## src/rtl/txrd_pkg.sv

```systemverilog
// Package txrd_pkg
// Shared types for the transmit read burst sequencer.
package txrd_pkg;

    // Sequencer phases: waiting for grant, streaming, heading for a
    // line boundary, and the cycle after the final word.
    typedef enum logic [1:0] {
        ST_IDLE  = 2'd0,
        ST_BURST = 2'd1,
        ST_DRAIN = 2'd2,
        ST_DONE  = 2'd3
    } txrd_state_e;

endpackage

```

## src/rtl/txrd_addr_gen.sv

```systemverilog
// Module txrd_addr_gen
// Holds the running word address and the remaining byte count of a
// transfer, and reports whether the current word is the last one and
// whether the address after it falls on a cache-line boundary.
// Assumes: addresses and counts are multiples of BUS_BYTES, LINE_BYTES
// is a power of two no smaller than BUS_BYTES.
module txrd_addr_gen #(
    parameter int AW         = 32,
    parameter int CW         = 16,
    parameter int LINE_BYTES = 32,
    parameter int BUS_BYTES  = 4
) (
    input  logic          clk,
    input  logic          rst_n,
    input  logic          load_i,
    input  logic [AW-1:0] addr_i,
    input  logic [CW-1:0] bytes_i,
    input  logic          adv_i,
    output logic [AW-1:0] addr_o,
    output logic          rem_zero_o,
    output logic          last_word_o,
    output logic          line_end_o
);

    localparam int            LB     = $clog2(LINE_BYTES);
    localparam logic [AW-1:0] STEP_A = AW'(BUS_BYTES);
    localparam logic [CW-1:0] STEP_C = CW'(BUS_BYTES);

    logic [AW-1:0] addr_q;
    logic [CW-1:0] rem_q;
    logic [AW-1:0] addr_nxt;

    // Address and remaining-count registers: load on start, step per word.
    always_ff @(posedge clk) begin
        if (!rst_n) begin
            addr_q <= '0;
            rem_q  <= '0;
        end else if (load_i) begin
            addr_q <= addr_i;
            rem_q  <= bytes_i;
        end else if (adv_i) begin
            addr_q <= addr_nxt;
            rem_q  <= rem_q - STEP_C;
        end
    end

    // Address of the word after the current one.
    always_comb addr_nxt = addr_q + STEP_A;

    // Boundary detection: a line of one bus word ends after every word.
    generate
        if (LINE_BYTES <= BUS_BYTES) begin : g_word_line
            always_comb line_end_o = 1'b1;
        end else begin : g_multi_word_line
            always_comb line_end_o = (addr_nxt[LB-1:0] == '0);
        end
    endgenerate

    // Status outputs for the sequencer.
    always_comb begin
        addr_o      = addr_q;
        rem_zero_o  = (rem_q == '0);
        last_word_o = (rem_q == STEP_C);
    end

    AST_ADDR_STEP: assert property (@(posedge clk) disable iff (!rst_n)
        (adv_i && !load_i) |=> (addr_o == $past(addr_o) + STEP_A));
    AST_REM_STEP: assert property (@(posedge clk) disable iff (!rst_n)
        (adv_i && !load_i) |=> (last_word_o == ($past(rem_q) == 2 * STEP_C)));

endmodule

```

## src/rtl/txrd_quota_ctr.sv

```systemverilog
// Module txrd_quota_ctr
// Counts bytes moved since the current grant began and flags when the
// word now being accepted uses up the per-channel quota.
// Assumes: a single grant never moves 2**CW bytes or more.
module txrd_quota_ctr #(
    parameter int CW        = 16,
    parameter int BUS_BYTES = 4
) (
    input  logic          clk,
    input  logic          rst_n,
    input  logic          clear_i,
    input  logic          adv_i,
    input  logic [CW-1:0] quota_i,
    output logic          hit_o
);

    localparam logic [CW:0]   STEP_Q = (CW+1)'(BUS_BYTES);
    localparam logic [CW-1:0] STEP_C = CW'(BUS_BYTES);

    logic [CW-1:0] cnt_q;

    // Per-grant byte counter: cleared when a burst starts, grows per word.
    always_ff @(posedge clk) begin
        if (!rst_n) begin
            cnt_q <= '0;
        end else if (clear_i) begin
            cnt_q <= '0;
        end else if (adv_i) begin
            cnt_q <= cnt_q + STEP_C;
        end
    end

    // Quota reached with the current word, compared one bit wider.
    always_comb hit_o = (quota_i != '0) && (({1'b0, cnt_q} + STEP_Q) >= {1'b0, quota_i});

    AST_QCNT_CLEARED: assert property (@(posedge clk) disable iff (!rst_n)
        clear_i |=> (cnt_q == '0));
    AST_QUOTA_OFF: assert property (@(posedge clk) disable iff (!rst_n)
        (quota_i == '0) |-> !hit_o);

endmodule

```

## src/rtl/txrd_burst_fsm.sv

```systemverilog
// Module txrd_burst_fsm
// Control for the read burst sequencer: waits for grant, streams word
// requests, and picks the word that ends each burst from FIFO pressure,
// quota, line boundary and transfer completion.
// Assumes: align_en_i and the quota stay steady during a transfer.
module txrd_burst_fsm
    import txrd_pkg::*;
(
    input  logic        clk,
    input  logic        rst_n,
    input  logic        start_i,
    input  logic        grant_i,
    input  logic        req_ready_i,
    input  logic        fifo_afull_i,
    input  logic        align_en_i,
    input  logic        rem_zero_i,
    input  logic        last_word_i,
    input  logic        line_end_i,
    input  logic        quota_hit_i,
    output logic        load_o,
    output logic        burst_start_o,
    output logic        adv_o,
    output logic        req_valid_o,
    output logic        burst_end_o,
    output logic        yield_o,
    output logic        done_o
);

    txrd_state_e state_q;
    txrd_state_e state_d;
    logic        cause;
    logic        end_c;
    logic        drain_c;

    // Request presentation and word acceptance.
    always_comb begin
        req_valid_o = (state_q == ST_BURST) || (state_q == ST_DRAIN);
        adv_o       = req_valid_o && req_ready_i;
        cause       = fifo_afull_i || quota_hit_i;
    end

    // End-of-burst decision for the word being accepted.
    always_comb begin
        end_c   = 1'b0;
        drain_c = 1'b0;
        if (adv_o) begin
            if (last_word_i) begin
                end_c = 1'b1;
            end else if (!align_en_i) begin
                end_c = cause;
            end else begin
                end_c   = line_end_i && (cause || (state_q == ST_DRAIN));
                drain_c = !end_c && (cause || (state_q == ST_DRAIN));
            end
        end
        burst_end_o = end_c;
        yield_o     = end_c && !last_word_i && quota_hit_i;
    end

    // Next-state and handshake strobes toward the datapath.
    always_comb begin
        state_d       = state_q;
        load_o        = 1'b0;
        burst_start_o = 1'b0;
        case (state_q)
            ST_IDLE: begin
                if (rem_zero_i) begin
                    load_o = start_i;
                end else if (grant_i) begin
                    burst_start_o = 1'b1;
                    state_d       = ST_BURST;
                end
            end
            ST_BURST, ST_DRAIN: begin
                if (end_c) begin
                    state_d = last_word_i ? ST_DONE : ST_IDLE;
                end else if (drain_c) begin
                    state_d = ST_DRAIN;
                end
            end
            default: state_d = ST_IDLE;
        endcase
    end

    // State register.
    always_ff @(posedge clk) begin
        if (!rst_n) state_q <= ST_IDLE;
        else        state_q <= state_d;
    end

    // Completion strobe for the cycle after the final word.
    always_comb done_o = (state_q == ST_DONE);

    AST_YIELD_HAS_END: assert property (@(posedge clk) disable iff (!rst_n)
        yield_o |-> burst_end_o);
    AST_END_SINGLE: assert property (@(posedge clk) disable iff (!rst_n)
        burst_end_o |=> !burst_end_o);
    AST_ALIGNED_END: assert property (@(posedge clk) disable iff (!rst_n)
        (burst_end_o && align_en_i && !last_word_i) |-> line_end_i);
    AST_DRAIN_NO_EARLY: assert property (@(posedge clk) disable iff (!rst_n)
        (state_q == ST_DRAIN && adv_o && !line_end_i && !last_word_i) |-> !burst_end_o);
    AST_UNALIGNED_AFULL_END: assert property (@(posedge clk) disable iff (!rst_n)
        (adv_o && fifo_afull_i && !align_en_i) |-> burst_end_o);
    AST_DONE_AFTER_LAST: assert property (@(posedge clk) disable iff (!rst_n)
        (adv_o && last_word_i) |=> done_o);

endmodule

```

## src/rtl/txrd_burst_seq.sv

```systemverilog
// Module txrd_burst_seq
// Top of the transmit read burst sequencer. Issues one read request per
// bus word of a transfer and ends bursts on FIFO pressure, quota use or
// completion, optionally only at cache-line boundaries.
// Assumes: word-aligned start, nonzero word-multiple length, steady
// enable and quota while a transfer runs.
module txrd_burst_seq #(
    parameter int AW         = 32,
    parameter int CW         = 16,
    parameter int LINE_BYTES = 32,
    parameter int BUS_BYTES  = 4
) (
    input  logic          clk,
    input  logic          rst_n,
    input  logic          start_i,
    input  logic [AW-1:0] start_addr_i,
    input  logic [CW-1:0] total_bytes_i,
    input  logic          align_en_i,
    input  logic [CW-1:0] quota_bytes_i,
    input  logic          fifo_afull_i,
    input  logic          grant_i,
    input  logic          req_ready_i,
    output logic          req_valid_o,
    output logic [AW-1:0] req_addr_o,
    output logic          burst_end_o,
    output logic          yield_o,
    output logic          done_o
);

    logic load;
    logic burst_start;
    logic adv;
    logic rem_zero;
    logic last_word;
    logic line_end;
    logic quota_hit;

    txrd_addr_gen #(
        .AW         (AW),
        .CW         (CW),
        .LINE_BYTES (LINE_BYTES),
        .BUS_BYTES  (BUS_BYTES)
    ) u_addr (
        .clk         (clk),
        .rst_n       (rst_n),
        .load_i      (load),
        .addr_i      (start_addr_i),
        .bytes_i     (total_bytes_i),
        .adv_i       (adv),
        .addr_o      (req_addr_o),
        .rem_zero_o  (rem_zero),
        .last_word_o (last_word),
        .line_end_o  (line_end)
    );

    txrd_quota_ctr #(
        .CW        (CW),
        .BUS_BYTES (BUS_BYTES)
    ) u_quota (
        .clk     (clk),
        .rst_n   (rst_n),
        .clear_i (burst_start),
        .adv_i   (adv),
        .quota_i (quota_bytes_i),
        .hit_o   (quota_hit)
    );

    txrd_burst_fsm u_fsm (
        .clk           (clk),
        .rst_n         (rst_n),
        .start_i       (start_i),
        .grant_i       (grant_i),
        .req_ready_i   (req_ready_i),
        .fifo_afull_i  (fifo_afull_i),
        .align_en_i    (align_en_i),
        .rem_zero_i    (rem_zero),
        .last_word_i   (last_word),
        .line_end_i    (line_end),
        .quota_hit_i   (quota_hit),
        .load_o        (load),
        .burst_start_o (burst_start),
        .adv_o         (adv),
        .req_valid_o   (req_valid_o),
        .burst_end_o   (burst_end_o),
        .yield_o       (yield_o),
        .done_o        (done_o)
    );

    AST_RESET_QUIET: assert property (@(posedge clk)
        !rst_n |=> (!req_valid_o && !done_o));
    AST_NO_REQ_AFTER_END: assert property (@(posedge clk) disable iff (!rst_n)
        burst_end_o |=> !req_valid_o);

endmodule

```

## config.mk

```make
export PLATFORM = sky130hd
export DESIGN_NAME = txrd_burst_seq
export DESIGN_NICKNAME = d
export VERILOG_FILES = /design/src/rtl/txrd_pkg.sv /design/src/rtl/txrd_addr_gen.sv /design/src/rtl/txrd_quota_ctr.sv /design/src/rtl/txrd_burst_fsm.sv /design/src/rtl/txrd_burst_seq.sv
export SDC_FILE = /design/constraint.sdc
export NUM_CORES = 1
export LEC_CHECK = 0
export BUFFER_PORTS_ARGS = -buffer_cell sky130_fd_sc_hd__buf_2
export CAP_MARGIN = 20
export CELL_PAD_IN_SITES_DETAIL_PLACEMENT = 1
export CELL_PAD_IN_SITES_GLOBAL_PLACEMENT = 2
export CORE_MARGIN = 5
export CORE_UTILIZATION = 27
export CTS_CLUSTER_SIZE = 25
export DETAILED_ROUTE_END_ITERATION = 8
export GPL_TIMING_DRIVEN = 0
export PLACE_DENSITY = 0.84
export SLEW_MARGIN = 20
export SYNTH_ARGS = -nofsm -noshare
export SYNTH_HDL_FRONTEND = slang
export SYNTH_SLANG_ARGS = --single-unit
```

## constraint.sdc

```tcl
create_clock -name clk -period 3.2 [get_ports clk]
set_clock_uncertainty 0.05 [all_clocks]
set_input_delay 0.64 -clock clk [delete_from_list [all_inputs] [get_ports clk]]
set_output_delay 0.64 -clock clk [all_outputs]
set_load 0.05 [all_outputs]
```

==> metrics.md <==
| Metric | Value |
|---|---|
| Status | `finished with violations` |
| Failing checks | `negative setup slack` |
| Clk pwr share | `0.220` |
| GP Congestion | `about 0.79` |
| Most common cell in the netlist | `nor2_1` |
| R2r startpoint | `u_quota.cnt_q[7]$_SDFFE_PP0P_` |
| Worst path arrival time | `approximately 3.1 ns` |
| Ys async rst share | `0` |
| Max Fclk | `around 270 MHz` |
| Combinational group share of total power | `0.470` |
| Hold path cells | `2` |
| Netlist Area Pre-Place | `between 0.003 and 0.004 mm^2` |
| CTS root buf | `clkbuf_16` |
| Seq/Total Area, Yosys | `0.3223` |
| Clock transition at the registers of the reported paths | `approximately 0.050 ns` |
| Leak | `2.186 nW` |
| EDFF count, synth | `0` |
| Minimum clock period after layout | `~3.7 ns` |
| Total Wirelength | `roughly 13 mm` |
| Worst slew margin | `0.5707` |
| Max VDD drop | `around 0.64 mV` |
| Post-Synth Simple-Gate Area | `0.2515` |
| Rows | `44` |
| Final setup fails | `2` |
| Number of global-route vias before repair | `about 4200` |
| First-pass GRT wire length | `about 22 mm` |
| Sw frac | `0.4662` |
| Area grow syn2layout | `32.89%` |
| Post-DR wirelength/cell | `about 16 um` |
| Mux cell area share after synthesis | `0.005036` |
| Compound-Gate Fraction of Synth Area | `0.1382` |
| Post-DR vias/cell | `~5` |
| Post-DP HPWL | `10.07 mm` |
| Top_reg_cell synth | `dfxtp_1` |
| Drt pass-1 iters | `4` |
| Largest net degree at the start of global routing | `11` |
| Via count | `roughly 3900` |
| CTS Buf Count | `9` |
| Syn Inst Count | `roughly 500` |
| Total Power | `4.218 mW` |
| Post-route setup slack | `-0.5429 ns` |
| Clock Sinks | `64` |
| Worst-Skew Late Latency | `approximately 0.33 ns` |
| WHS | `~0.42 ns` |
| Initial Util | `0.2745` |
| Worst-margin pin slew | `about 0.64 ns` |
| Setup TNS Final | `-1.061 ns` |
| Layout Utilization | `0.3648` |
| Commonest cells in the netlist | `nor2_1 (69), dfxtp_1 (64), xnor2_1 (35)` |
| HP Class | `reg2reg` |
| Critical path type | `reg2out` |
| P_int | `~2.3 mW` |
| Final ANT Viol Nets | `0` |
| Maximum buffer depth of the clock tree | `2` |
| Max cap viols | `0` |
| Sequential power share | `0.310` |
| Cell area after layout | `between 0.005 and 0.006 mm^2` |
| Die area | `between 0.015 and 0.02 mm^2` |
| Starting DRT DRC Count | `160` |
| Worst Min Path Start | `u_addr.addr_o[0]$_SDFFE_PN0P_` |
| Worst reg2reg setup slack | `0.24 ns` |
| Area share of the largest cell type after synthesis | `0.3223` |
| Worst Reg2Reg Path Length in Cells | `12` |
| RR Endpoint | `u_fsm.state_q[1]$_SDFFE_PN0P_` |
| # DRC | `0` |
| Die span in x | `131.3 um` |
| CP Data Required Time | `2.51 ns` |
| Overflow after GRT | `0` |
| Fin. Hold Viols | `0` |
| I/O Buffers | `106` |
| GRT Total Usage | `0.1495` |
| Final max-slew violation count | `0` |
| Psw | `roughly 2.0 mW` |
| CTS tree | `built` |
| Worst-path fanout max | `6` |
| Worst Setup End Kind | `output pin` |
| Average size of a mapped cell | `roughly 8.2 um^2` |
| Post-Syn Nets | `slightly below 600` |
| H-tree levels | `3` |
| Pwr dens | `about 800 mW/mm^2` |
| Die Ht | `roughly 130 um` |
| Adder and majority cell fraction of the synthesized area | `0.07240` |
| Number of I/O pins | `~110` |
| XOR/XNOR share of the synthesized area | `0.1476` |
| Fraction of layout cells with a size suffix above 1 | `0.2938` |
| Yosys reg bits | `between 60 and 70` |
| Period utilisation layout | `1.170` |
| Initial antenna violation count | `0` |
| # diodes | `0` |
| Distinct cell type count after synthesis | `between 40 and 50` |
| Main combinational cell family by area after synthesis | `simple AND/OR/NAND/NOR gates` |
| Final nets | `around 700` |
| Area of the core | `approximately 0.014 mm^2` |
| Hold Crit Endpoint | `u_addr.addr_o[0]$_SDFFE_PN0P_` |
| DP Area | `roughly 0.0048 mm^2` |
| CTS Hold Bufs | `0` |
| Unrepaired setup endpoints after global routing | `yes` |
| Yosys synthesis warning count | `0` |
| Main area contributors after synthesis | `dfxtp_1 (32%), xnor2_1 (7.7%), ha_1 (7.2%)` |
| Largest area contributor in the netlist | `dfxtp_1` |
| Startpoint types | `flip-flop` |
## layout by cell type, fill, tap and decap left out, types with 4 or more instances in the layout
master / synthesis / layout
nand3_1: 22 / 21
nand4_1: 17 / 17
xor2_1: 32 / 31
nor3_1: 8 / 8
buf_6: 4 / 6
ha_1: 23 / 22
clkbuf_1: 13 / 11
a211oi_1: 27 / 26
dfxtp_1: 64 / 58
and3_1: 6 / 4
a21oi_1: 27 / 26
nor2_1: 69 / 65
nand2_1: 31 / 31
xnor2_1: 35 / 34
and4_1: 6 / 5
clkbuf_8: 0 / 5
nor4_1: 6 / 6
inv_1: 29 / 29
o21ai_0: 17 / 17
clkbuf_16: 0 / 9
buf_2: 4 / 109
buf_4: 2 / 11
## sequential cells by signal (all words and copies together) (netlist names)
register and count:
u_fsm.state_q 2, u_quota.cnt_q 14, u_addr.addr_o 32, u_addr.rem_q 16
## what timing repair did
item                                    CTS  global route
endpoints found under the setup margin    4             2
hold endpoints to repair                  0             0
gates resized for setup                  29             1
gates cloned                              0             0
buffers inserted                         10             0
pin swaps                                18             1
## cell families after synthesis
logic type	after synthesis
adders and majority gates	23
DFF	64
muxes	2
xor gates and xnor gates	67
and+or+nand+nor	190
AOI/OAI and AO/OA	86
buffers and inverters	55
## per-layer routing
layer,up-vias,wire length (um),global-route usage
met1,1882,6091,0.2001
met3,8,561,0.03135
met5,-,0,0
li1,1947,-,-
met4,0,76,0.02914
met2,84,6112,0.2506
## through the flow
stage          worst slack [ns]  cells
2_1_floorplan          -0.06155    487
3_3_place_gp            -0.6077    777
3_5_place_dp            -0.6419    777
4_1_cts                 -0.5650    800
5_1_grt                 -0.7064    800
6_report                -0.5429    800
## power by group through the flow
stage | Combinational (mW) | Sequential, mW | Clock (mW)
after floorplan | 0.874 | 1.89 | 0
after global placement | 1.94 | 1.31 | 0
after detailed placement | 1.97 | 1.32 | 0
after CTS | 2.00 | 1.31 | 0.965
after global routing | 2.13 | 1.35 | 1.02
final | 1.98 | 1.31 | 0.930
## worst max path at each step
stage | start | endpoint | slack (ns) | cells after the start
floorplan | u_quota.cnt_q[2]$_SDFFE_PP0P_ | burst_end_o | -0.06 | 12
global placement | u_quota.cnt_q[4]$_SDFFE_PP0P_ | burst_end_o | -0.61 | 13
detailed placement | u_quota.cnt_q[6]$_SDFFE_PP0P_ | yield_o | -0.64 | 11
CTS | u_quota.cnt_q[2]$_SDFFE_PP0P_ | burst_end_o | -0.57 | 13
global route | u_quota.cnt_q[2]$_SDFFE_PP0P_ | burst_end_o | -0.71 | 12
finish | u_quota.cnt_q[7]$_SDFFE_PP0P_ | burst_end_o | -0.54 | 13
## final cells by class
class | instances | area, um^2
well taps | 184 | 230.2
clock buffers | 14 | 274.0
inverters | 30 | 112.6
flip-flops and latches | 64 | 1296
fillers | 1741 | 9196
repair buffers | 116 | 615.6
clock inverters | 2 | 12.51
plain buffers | 22 | 146.4
multi-input cells | 368 | 2595
## critical path: stages (launching register included)
cell	delay [ns]
dfxtp_1	0.49
nand4_1	0.23
buf_6	0.19
inv_1	0.06
nand2_1	0.07
xnor2_1	0.15
ha_1	0.28
nand3_1	0.08
or2_4	0.26
a2111oi_4	0.31
a2111oi_4	0.07
a21o_1	0.20
a21oi_4	0.14
buf_6	0.18
Note: power is estimated with default switching activity, not from simulation.
